<file path="config.mk">
export PLATFORM = sky130hd
export DESIGN_NAME = smb_cfg_slave
export DESIGN_NICKNAME = d
export VERILOG_FILES = /design/src/rtl/smb_cfg_pkg.sv /design/src/rtl/smb_in_filter.sv /design/src/rtl/smb_bus_events.sv /design/src/rtl/smb_reg_bank.sv /design/src/rtl/smb_cfg_slave.sv
export SDC_FILE = /design/constraint.sdc
export NUM_CORES = 1
export LEC_CHECK = 0
export CORE_ASPECT_RATIO = 1.2
export CORE_MARGIN = 2
export CORE_UTILIZATION = 58
export DETAILED_ROUTE_END_ITERATION = 8
export DONT_BUFFER_PORTS = 1
export PLACE_DENSITY = 0.74
export REMOVE_ABC_BUFFERS = 1
export SYNTH_ARGS = -nofsm -noshare
export SYNTH_HDL_FRONTEND = slang
export SYNTH_SLANG_ARGS = --single-unit
</file>
<file path="constraint.sdc">
create_clock -name clk -period 6.1 [get_ports clk]
set_input_delay 1.22 -clock clk [delete_from_list [all_inputs] [get_ports clk]]
set_output_delay 1.22 -clock clk [all_outputs]
set_load 0.05 [all_outputs]
</file>
<file path="src/rtl/smb_cfg_pkg.sv">
package smb_cfg_pkg;

   // Width of the offset field carried in the command byte.
   localparam int PTR_W = 5;

   // Power-up contents, offset 0 in the lowest byte.
   localparam logic [63:0] CFG_INIT = 64'h3813_0001_AFEB_007C;

   typedef enum logic [3:0] {
      S_IDLE,
      S_ADDR,
      S_CMD,
      S_CNT,
      S_WDATA,
      S_ACK,
      S_RDATA,
      S_RACK,
      S_IGNORE
   } smb_state_e;

endpackage

</file>
<file path="src/rtl/smb_in_filter.sv">
module smb_in_filter #(
   parameter int SYNC_STAGES = 2,
   parameter int FILT_LEN    = 3
) (
   input  logic clk,
   input  logic rst_n,
   input  logic din,
   output logic dout
);
   localparam int CNT_W = (FILT_LEN > 1) ? $clog2(FILT_LEN + 1) : 1;
   localparam logic [CNT_W-1:0] CNT_MAX = CNT_W'(FILT_LEN - 1);

   logic [SYNC_STAGES-1:0] sync;
   logic                   s;

   always_ff @(posedge clk or negedge rst_n) begin
      if (!rst_n) sync <= '1;
      else        sync <= {sync[SYNC_STAGES-2:0], din};
   end
   assign s = sync[SYNC_STAGES-1];

   generate
      if (FILT_LEN <= 1) begin : g_pass
         always_ff @(posedge clk or negedge rst_n) begin
            if (!rst_n) dout <= 1'b1;
            else        dout <= s;
         end
      end else begin : g_count
         logic [CNT_W-1:0] cnt;
         always_ff @(posedge clk or negedge rst_n) begin
            if (!rst_n) begin
               cnt  <= '0;
               dout <= 1'b1;
            end else if (s == dout) begin
               cnt <= '0;
            end else if (cnt == CNT_MAX) begin
               cnt  <= '0;
               dout <= s;
            end else begin
               cnt <= cnt + CNT_W'(1);
            end
         end
      end
   endgenerate

   // the filtered level only ever moves to the synchronised value.
   p_filter_follows_r11: assert property (@(posedge clk) disable iff (!rst_n)
      !$stable(dout) |-> (dout == $past(s)));

endmodule

</file>
<file path="src/rtl/smb_bus_events.sv">
module smb_bus_events (
   input  logic clk,
   input  logic rst_n,
   input  logic scl,
   input  logic sda,
   output logic start_o,
   output logic stop_o,
   output logic rise_o,
   output logic fall_o
);
   logic scl_p, sda_p;

   always_ff @(posedge clk or negedge rst_n) begin
      if (!rst_n) begin
         scl_p <= 1'b1;
         sda_p <= 1'b1;
      end else begin
         scl_p <= scl;
         sda_p <= sda;
      end
   end

   assign start_o = scl & scl_p &  sda_p & ~sda;
   assign stop_o  = scl & scl_p & ~sda_p &  sda;
   assign rise_o  =  scl & ~scl_p;
   assign fall_o  = ~scl &  scl_p;

endmodule

</file>
<file path="src/rtl/smb_reg_bank.sv">
module smb_reg_bank #(
   parameter int                NREG    = 8,
   parameter logic [NREG*8-1:0] INIT    = '0,
   parameter logic [NREG-1:0]   RO_MASK = '0,
   localparam int               IDX_W   = (NREG > 1) ? $clog2(NREG) : 1
) (
   input  logic              clk,
   input  logic              rst_n,
   input  logic              we,
   input  logic [IDX_W-1:0]  waddr,
   input  logic [7:0]        wdata,
   output logic [NREG*8-1:0] q
);
   logic [7:0] rv [NREG];

   generate
      for (genvar i = 0; i < NREG; i++) begin : g_reg
         if (RO_MASK[i]) begin : g_ro
            assign rv[i] = INIT[i*8 +: 8];
         end else begin : g_rw
            logic [7:0] r;
            always_ff @(posedge clk or negedge rst_n) begin
               if (!rst_n)                          r <= INIT[i*8 +: 8];
               else if (we && waddr == IDX_W'(i))   r <= wdata;
            end
            assign rv[i] = r;
         end
         assign q[i*8 +: 8] = rv[i];
      end
   endgenerate

   // a write to a writable offset is visible on the next cycle.
   p_write_lands_r4: assert property (@(posedge clk) disable iff (!rst_n)
      (we && !RO_MASK[waddr]) |=> (rv[$past(waddr)] == $past(wdata)));

endmodule

</file>
<file path="src/rtl/smb_cfg_slave.sv">
module smb_cfg_slave
   import smb_cfg_pkg::*;
#(
   parameter int                NREG        = 8,
   parameter logic [6:0]        DEV_ADDR    = 7'h69,
   parameter int                SYNC_STAGES = 2,
   parameter int                FILT_LEN    = 3,
   parameter logic [NREG*8-1:0] INIT        = CFG_INIT,
   parameter logic [NREG-1:0]   RO_MASK     = {1'b1, {(NREG-1){1'b0}}}
) (
   input  logic              clk,
   input  logic              rst_n,
   input  logic              scl_i,
   input  logic              sda_i,
   output logic              sda_oe,
   output logic [NREG*8-1:0] cfg_q
);
   localparam int                 IDX_W   = (NREG > 1) ? $clog2(NREG) : 1;
   localparam logic [PTR_W:0]     NREG_P  = (PTR_W+1)'(NREG);
   localparam logic [7:0]         BLK_CNT = 8'(NREG);
   localparam logic [PTR_W-1:0]   PTR_ONE = PTR_W'(1);

   generate
      if (NREG < 2 || NREG > 32) begin : g_bad_nreg
         $error("NREG must lie between 2 and 32");
      end
      if (SYNC_STAGES < 2) begin : g_bad_sync
         $error("SYNC_STAGES must be at least 2");
      end
      if (FILT_LEN < 1) begin : g_bad_filt
         $error("FILT_LEN must be at least 1");
      end
   endgenerate

   // Input conditioning and bus events
   logic scl_f, sda_f;
   logic ev_start, ev_stop, ev_rise, ev_fall;

   smb_in_filter #(.SYNC_STAGES(SYNC_STAGES), .FILT_LEN(FILT_LEN)) u_scl_filt (
      .clk(clk), .rst_n(rst_n), .din(scl_i), .dout(scl_f));
   smb_in_filter #(.SYNC_STAGES(SYNC_STAGES), .FILT_LEN(FILT_LEN)) u_sda_filt (
      .clk(clk), .rst_n(rst_n), .din(sda_i), .dout(sda_f));

   smb_bus_events u_evt (
      .clk(clk), .rst_n(rst_n), .scl(scl_f), .sda(sda_f),
      .start_o(ev_start), .stop_o(ev_stop), .rise_o(ev_rise), .fall_o(ev_fall));

   // Register bank
   logic              we;
   logic [IDX_W-1:0]  waddr;
   logic [7:0]        wdata;

   smb_reg_bank #(.NREG(NREG), .INIT(INIT), .RO_MASK(RO_MASK)) u_bank (
      .clk(clk), .rst_n(rst_n), .we(we), .waddr(waddr), .wdata(wdata), .q(cfg_q));

   logic [7:0] regv [NREG];
   generate
      for (genvar i = 0; i < NREG; i++) begin : g_view
         assign regv[i] = cfg_q[i*8 +: 8];
      end
   endgenerate

   // Protocol state
   smb_state_e       st, nxt;
   logic [3:0]       bcnt;
   logic [6:0]       sh;
   logic [7:0]       tx;
   logic             ack_lo;
   logic             more;
   logic             mode_byte;
   logic [PTR_W-1:0] off, wr_ptr, rd_ptr;
   logic [7:0]       wcnt;

   logic [7:0]       rx_byte;
   logic             off_in, wr_in, rd_in;
   logic [7:0]       off_val, rd_val;
   logic [PTR_W-1:0] off_step, wr_step, rd_step;

   assign rx_byte  = {sh, sda_f};
   assign off_in   = {1'b0, off}    < NREG_P;
   assign wr_in    = {1'b0, wr_ptr} < NREG_P;
   assign rd_in    = {1'b0, rd_ptr} < NREG_P;
   assign off_val  = off_in ? regv[off[IDX_W-1:0]]    : 8'h00;
   assign rd_val   = rd_in  ? regv[rd_ptr[IDX_W-1:0]] : 8'h00;
   assign off_step = off_in ? off + PTR_ONE    : off;
   assign wr_step  = wr_in  ? wr_ptr + PTR_ONE : wr_ptr;
   assign rd_step  = rd_in  ? rd_ptr + PTR_ONE : rd_ptr;

   always_ff @(posedge clk or negedge rst_n) begin
      if (!rst_n) begin
         st        <= S_IDLE;
         nxt       <= S_IDLE;
         bcnt      <= '0;
         sh        <= '0;
         tx        <= '0;
         sda_oe    <= 1'b0;
         ack_lo    <= 1'b0;
         more      <= 1'b0;
         mode_byte <= 1'b1;
         off       <= '0;
         wr_ptr    <= '0;
         rd_ptr    <= '0;
         wcnt      <= '0;
         we        <= 1'b0;
         waddr     <= '0;
         wdata     <= '0;
      end else begin
         we <= 1'b0;
         if (ev_start) begin
            st     <= S_ADDR;
            bcnt   <= '0;
            sda_oe <= 1'b0;
            ack_lo <= 1'b0;
         end else if (ev_stop) begin
            st     <= S_IDLE;
            sda_oe <= 1'b0;
            ack_lo <= 1'b0;
         end else if (ev_rise) begin
            case (st)
               S_ADDR, S_CMD, S_CNT, S_WDATA: begin
                  sh   <= rx_byte[6:0];
                  bcnt <= bcnt + 4'd1;
                  if (bcnt == 4'd7) begin
                     bcnt <= '0;
                     st   <= S_ACK;
                     case (st)
                        S_ADDR: begin
                           if (rx_byte[7:1] != DEV_ADDR) st  <= S_IGNORE;
                           else if (rx_byte[0])          nxt <= S_RDATA;
                           else                          nxt <= S_CMD;
                        end
                        S_CMD: begin
                           if (rx_byte[6:5] != 2'b00 ||
                               (!rx_byte[7] && rx_byte[4:0] != 5'd0)) begin
                              st <= S_IGNORE;
                           end else begin
                              mode_byte <= rx_byte[7];
                              off       <= rx_byte[4:0];
                              wr_ptr    <= rx_byte[7] ? rx_byte[4:0] : '0;
                              nxt       <= rx_byte[7] ? S_WDATA : S_CNT;
                           end
                        end
                        S_CNT: begin
                           wcnt <= rx_byte;
                           nxt  <= S_WDATA;
                        end
                        default: begin
                           if (!mode_byte && wcnt == 8'd0) begin
                              st <= S_IGNORE;
                           end else begin
                              if (wr_in) begin
                                 we    <= 1'b1;
                                 waddr <= wr_ptr[IDX_W-1:0];
                                 wdata <= rx_byte;
                              end
                              if (mode_byte) begin
                                 nxt <= S_IGNORE;
                              end else begin
                                 nxt    <= S_WDATA;
                                 wcnt   <= wcnt - 8'd1;
                                 wr_ptr <= wr_step;
                              end
                           end
                        end
                     endcase
                  end
               end
               S_RDATA: bcnt <= bcnt + 4'd1;
               S_RACK:  more <= ~sda_f;
               default: ;
            endcase
         end else if (ev_fall) begin
            case (st)
               S_ACK: begin
                  if (!ack_lo) begin
                     sda_oe <= 1'b1;
                     ack_lo <= 1'b1;
                  end else begin
                     ack_lo <= 1'b0;
                     st     <= nxt;
                     if (nxt == S_RDATA) begin
                        if (mode_byte) begin
                           tx     <= off_val;
                           sda_oe <= ~off_val[7];
                           rd_ptr <= off_step;
                        end else begin
                           tx     <= BLK_CNT;
                           sda_oe <= ~BLK_CNT[7];
                           rd_ptr <= '0;
                        end
                     end else begin
                        sda_oe <= 1'b0;
                     end
                  end
               end
               S_RDATA: begin
                  if (bcnt == 4'd8) begin
                     sda_oe <= 1'b0;
                     bcnt   <= '0;
                     st     <= S_RACK;
                  end else begin
                     tx     <= {tx[6:0], 1'b0};
                     sda_oe <= ~tx[6];
                  end
               end
               S_RACK: begin
                  if (more) begin
                     tx     <= rd_val;
                     sda_oe <= ~rd_val[7];
                     rd_ptr <= rd_step;
                     st     <= S_RDATA;
                  end else begin
                     st <= S_IGNORE;
                  end
               end
               default: ;
            endcase
         end
      end
   end

   // the slave never moves SDA while the filtered clock is high.
   p_sda_moves_low_r9: assert property (@(posedge clk) disable iff (!rst_n)
      !$stable(sda_oe) |-> !scl_f);

   // idle or ignoring means the line is left alone.
   p_quiet_when_ignoring_r2: assert property (@(posedge clk) disable iff (!rst_n)
      (st == S_IDLE || st == S_IGNORE) |-> !sda_oe);

   // bit framing never runs past eight data bits.
   p_bit_count_bound_r9: assert property (@(posedge clk) disable iff (!rst_n)
      bcnt <= 4'd8);

endmodule

</file>
* Word level (Yosys, flattened, before mapping) *
Index checks and enable logic that the tools add are counted.

word-level totals
  flip-flop bits (word level) = 133
  latch bits = 0
  RAM bits = 0
  memory bits (read-only) = 0
  memories kept = 0

operators by class
  add/subtract/negate cells = 7
  $mul = 0
  div/mod/pow operators = 0
  order comparisons = 5
  equality and inequality tests = 40
  shift-type cells = 0
  multiplexer cells = 87
  bitwise gates (word level) = 26
  reduce and logical (&&, ||, !) cells = 47

operators with widths
  cell                                                                           count
  4-bit two-way mux                                                              23
  8-bit two-way mux                                                              8
  5-bit two-way mux                                                              11
  8-bit binary-select mux with 3-bit select                                      2
  4-bit case mux with 3 select lines                                             3
  7-bit two-way mux                                                              5
  4-bit by 3-bit == test with 1-bit output (second input constant)               6
  8-bit AND reduction                                                            3
  1-bit two-way mux                                                              23
  7-bit case mux with 3 select lines                                             1
  3-bit nonzero test                                                             7
  5-bit case mux with 2 select lines                                             2
  9-bit AND reduction                                                            2
  1-bit NOT                                                                      17
  2-bit inequality test (second input constant)                                  8
  8-bit case mux with 2 select lines                                             1
  5-bit by 1-bit adder with 5-bit output (second input constant)                 3
  5-bit by 4-bit less-than comparator with 1-bit output (second input constant)  3
  4-bit AND reduction                                                            3
  5-bit inequality test (second input constant)                                  2
  10-bit AND reduction                                                           1
  5-bit nonzero test                                                             2
  3-bit == test (second input constant)                                          3
  1-bit logical AND                                                              9
  38 further kinds                                                               64

* Logic depth before layout (Yosys ltp) *
  depth after elaboration = 14
  gate-level depth with buffers = 8
  mapped depth without buffers = 7

* Cells and area by module *
Synthesis repeated with hierarchy kept, for this count alone.

second synthesis, totals
  cells, all modules = 611
  area total of the unflattened synthesis = 7310.8 µm²

modules (own cells, without submodules)
  module          instances  cells an instance  area each (µm²)
  smb_cfg_slave   1          449                4624.4
  smb_reg_bank    1          136                2240.9
  smb_in_filter   2          10                 178.9
  smb_bus_events  1          6                  87.6

* Least setup slack after synthesis *
Ideal clock, no wire load.

  kind = reg2reg
  start = register st[1]
  end = register wr_ptr[1]
  setup time = 0.125 ns
  arrival = 2.290 ns
  data required time = 5.975 ns
  slack = 3.685 ns
  stages on the path, launching flop included = 8
  cell sequence = dfrtp_1 > buf_6 > or4b_4 > o21a_4 > or3_1 > buf_6 > or3_4 > mux2_4

between the ends
  word-level cells in the longest chain between the ends = 4

ends and longest elaborated chain
  what                                                                                                         RTL line                                    source
  from (decl)                                                                                                  smb_cfg_slave.sv:64                         smb_state_e st, nxt;
  from (signal assigned)                                                                                       smb_cfg_slave.sv:180                        st <= nxt;
  4-bit by 2-bit == test with 1-bit output / 4-bit by 1-bit == test with 1-bit output (equally long branches)  smb_cfg_slave.sv:119, smb_cfg_slave.sv:126
  2-bit OR reduction (no source line)                                                                          --
  1-bit NOT (no source line)                                                                                   --
  10-bit AND reduction (no source line)                                                                        --
  to (signal assigned)                                                                                         smb_cfg_slave.sv:139                        wr_ptr <= rx_byte[7] ? rx_byte[4:0] : '0;
  to (signal assigned)                                                                                         smb_cfg_slave.sv:161                        wr_ptr <= wr_step;
  to (decl)                                                                                                    smb_cfg_slave.sv:71                         logic [PTR_W-1:0] off, wr_ptr, rd_ptr;

Several ways; a longest one is shown, not always the timed one.
A chain may end at the register's enable or synchronous reset.

* Worst setup path in the final report *
  start = register u_scl_filt.dout
  end = register wdata[7]

between the ends
  word-level cells in the longest chain between the ends = 5

ends and longest elaborated chain
  what                                                      RTL line                                    source
  from (decl)                                               smb_in_filter.sv:8                          output logic dout
  from (signal assigned)                                    smb_in_filter.sv:38                         dout <= s;
  1-bit bitwise AND                                         smb_bus_events.sv:23, smb_bus_events.sv:24
  1-bit bitwise AND, on equally long branches (2 in a row)  smb_bus_events.sv:24, smb_bus_events.sv:23
  1-bit NOT (no source line)                                --
  8-bit AND reduction (no source line) *                    --
  to (signal assigned)                                      smb_cfg_slave.sv:154                        wdata <= rx_byte;
  to (decl)                                                 smb_cfg_slave.sv:51                         logic [7:0] wdata;

Mark *: on every way between the ends. The rest lies on a longest branch, timed or not.

==> impl_metrics.json <==
{
  "synth-seq-cells": 133,
  "fin_worst_skew_ns": 0.00849,
  "hpwl_um": 11600,
  "post-route-min-period_ns": 2.95,
  "die_area_um2": 13300,
  "path_clk_slew_ns": 0.06,
  "clockPowerShare_pct": 43.6,
  "cts_buffer_depth": 2,
  "grt_pass1_wl_um": 28800,
  "syn_area_per_cell_um2": 11.4,
  "coreArea_um2": 12100,
  "tritoncts": "done",
  "fin_tns_setup_ns": 0,
  "yosys-top-cells-count": "103 x dfrtp_1, 91 x mux2_2, 39 x nor2_1, 38 x nand2_1, 30 x dfstp_2",
  "crit_family": "simple AND/OR/NAND/NOR gates",
  "wire_per_inst_um": 22.1,
  "critPathKind": "reg -> reg",
  "port_buffers": 0,
  "final_max_slew_viol_count": 0,
  "start_util_pct": 59.5,
  "path_buf_inv": 1,
  "antenna_found_initial": 0,
  "overflow": 0,
  "yosysTopAreaCellShare_pct": 35.8,
  "crit_arrival_ns": 3.26,
  "synth_ff_type": "dfrtp_1",
  "min_path_type": "reg -> reg",
  "die_h_um": 126,
  "hold_viol_final": 0,
  "cp-end-kind": "flop",
  "drc": 0,
  "switching_power_w": 0.000742,
  "cts_buffers": 17,
  "ys_seq_area_share_pct": 46.7,
  "required_ns": 6.41,
  "synth_cells": 631,
  "cts-root-buf": "clkbuf_16",
  "outcome": "finished clean",
  "critPathLaunchType": "flop",
  "finalWirelength_um": 17600,
  "ant_nets": 0,
  "crit_chain": "ha_1 > o21ai_0 > nor3_1 > buf_4 > nand4_1 > mux2_2",
  "power_frac_comb_pct": 13.3,
  "place_ws_ns": 3.16,
  "ys_types": 71,
  "multi_input_area_um2": 3610,
  "irDropWorstVdd_mv": 0.242,
  "rsz0062_at_grt": "false",
  "vias": 5279,
  "powerDensity_nw_per_um2": 328,
  "viasPerCell": 6.62,
  "grt_pass1_vias": 5350,
  "cts.sinks": 133,
  "nets": 637,
  "syn_area_um2": 7210,
  "grt_max_degree": 134,
  "cts_resized": 0,
  "area_growth_pct": 10.4,
  "synth_edf_count": 0,
  "fmax_mhz": 339,
  "gp_congestion": 0.896,
  "ys_warn_count": 0,
  "power.total_w": 0.00261,
  "fill_cells": 922,
  "p_leak_nw": 3.35,
  "max_slew_margin_pct": 18.5,
  "ctsHoldBuffers": 0,
  "htreeDepth": 4,
  "synthArstFlopShare_pct": 100,
  "insertion_delay_ns": 0.43,
  "drtIter0Drc": 428,
  "diodes": 0,
  "internal-power_w": 0.00187,
  "slowest_stage": "dfstp_2",
  "synth_most_common_cell": "dfrtp_1",
  "post_cts_buffers": 0,
  "grt_util_all_layers_pct": 28.0,
  "layout-drive-gt1-share_pct": 29.2,
  "cp_max_fo": 16,
  "tightest_slew_ns": 1.22,
  "slowest_delay_ns": 0.58,
  "dr.pass1.iters": 5,
  "synth_area_leader_cell": "dfrtp_1",
  "die_x_um": 106,
  "io-pin-count": 69,
  "seq_area_um2": 3370,
  "layout_setup_ws_ns": 3.15,
  "synthTopCellsByArea": "dfrtp_1 36%, mux2_2 14%, dfstp_2 11%",
  "setup-violations-final": 0,
  "swShare_pct": 28.4,
  "period_share_pct": 48.4,
  "num_rows": 44,
  "drv_cap": 0,
  "seqPwrFrac_pct": 43.0
}
## routing by layer
metal  routed length [um]  part of all wire (%)  vias to the layer above  track usage (%)
met2                 8820                    50                      188             45.8
met4                  414                   2.3                        0             11.5
met5                    0                     0                        -                0
met3                 1100                   6.2                       35             6.21
met1                 7300                    41                     2701             36.2
li1                     -                     -                     2355                -
## state kept, by name, summed over array words and instances (netlist names), 2 cells and up
signal,flops
bcnt,4
nxt,4
off,5
rd_ptr,5
sh,7
st,4
tx,7
u_bank.g.g_rw.r,56
u_scl_filt.g_count.cnt,2
u_scl_filt.sync,2
u_sda_filt.g_count.cnt,2
u_sda_filt.sync,2
waddr,3
wcnt,8
wdata,8
wr_ptr,5
## kinds of logic (layout without fill, tap and decap cells)
group | count (synthesis) | after routing | share of synthesized area (%)
XOR/XNOR | 6 | 6 | 0.729
flip-flops | 133 | 133 | 46.7
other | 2 | 8 | 0.104
AND/OR/NAND/NOR | 175 | 175 | 13.1
multiplexers | 127 | 127 | 22.1
adder cells (fa/ha/maj) | 10 | 10 | 1.74
AO/OA/AOI/OAI | 120 | 120 | 11.9
buffers and inverters | 58 | 57 | 3.68
## power by group through the flow
stage	combinational (W)	sequential (W)	clock (W)
6_report	0.000348	0.00112	0.00114
5_1_grt	0.000387	0.00114	0.00118
4_1_cts	0.000345	0.00112	0.00114
3_5_place_dp	0.000341	0.00113	0
3_3_place_gp	0.000333	0.00113	0
2_1_floorplan	0.000281	0.00107	0
## path summary, 6_finish.rpt
path	start	end	slack, ns	depth (start not counted)
worst min-delay path	u_scl_filt.sync[0]$_DFF_PN1_	u_scl_filt.sync[1]$_DFF_PN1_	0.36	0
worst max register to register	u_scl_filt.dout$_DFFE_PN1P_	wdata[7]$_DFFE_PN0P_	3.15	6
max in group asynchronous	rst_n	u_bank.g_reg[6].g_rw.r[1]$_DFFE_PN1P_	5.27	0
worst min register to register	u_scl_filt.sync[0]$_DFF_PN1_	u_scl_filt.sync[1]$_DFF_PN1_	0.36	0
worst max-delay path	u_scl_filt.dout$_DFFE_PN1P_	wdata[7]$_DFFE_PN0P_	3.15	6
min in group asynchronous	rst_n	u_bank.g_reg[0].g_rw.r[0]$_DFFE_PN0P_	0.48	0
## through the flow
step           area [um^2]  hold slack [ns]  cells  utilization (%)
2_1_floorplan         7030            0.345    595                -
3_3_place_gp          7300            0.346    765             60.3
3_5_place_dp          7300            0.349    765             60.3
4_1_cts               7960            0.359    797             65.7
5_1_grt               7960            0.363    797             65.7
6_report              7960            0.358    797             65.7
## area by class of cell
type	count	share of cell area (%)
clock buffer	20	5.74
clock inverter	12	2.53
inverter	16	0.755
multi-input combinational	446	45.3
sequential	133	42.3
tap	161	2.53
timing repair buffer	9	0.849
## cells in the final DEF, fill, tap and decap left out, types with 6 or more instances in the layout
| cell | instances |
|---|---|
| dfstp_2 | 30 |
| mux2_2 | 91 |
| clkbuf_16 | 17 |
| o21ai_0 | 27 |
| a31oi_1 | 8 |
| a21oi_1 | 11 |
| mux2i_1 | 19 |
| nor2_1 | 39 |
| o211ai_1 | 14 |
| nand3b_1 | 8 |
| dfrtp_1 | 103 |
| nor3b_1 | 6 |
| nor3_1 | 16 |
| mux4_2 | 16 |
| nor2b_1 | 10 |
| ha_1 | 10 |
| o22ai_1 | 6 |
| nand3_1 | 16 |
| buf_4 | 9 |
| nand4b_1 | 6 |
| conb_1 | 8 |
| nand2b_1 | 6 |
| inv_1 | 16 |
| nand2_1 | 38 |
Power figures use the tool's default switching activity.
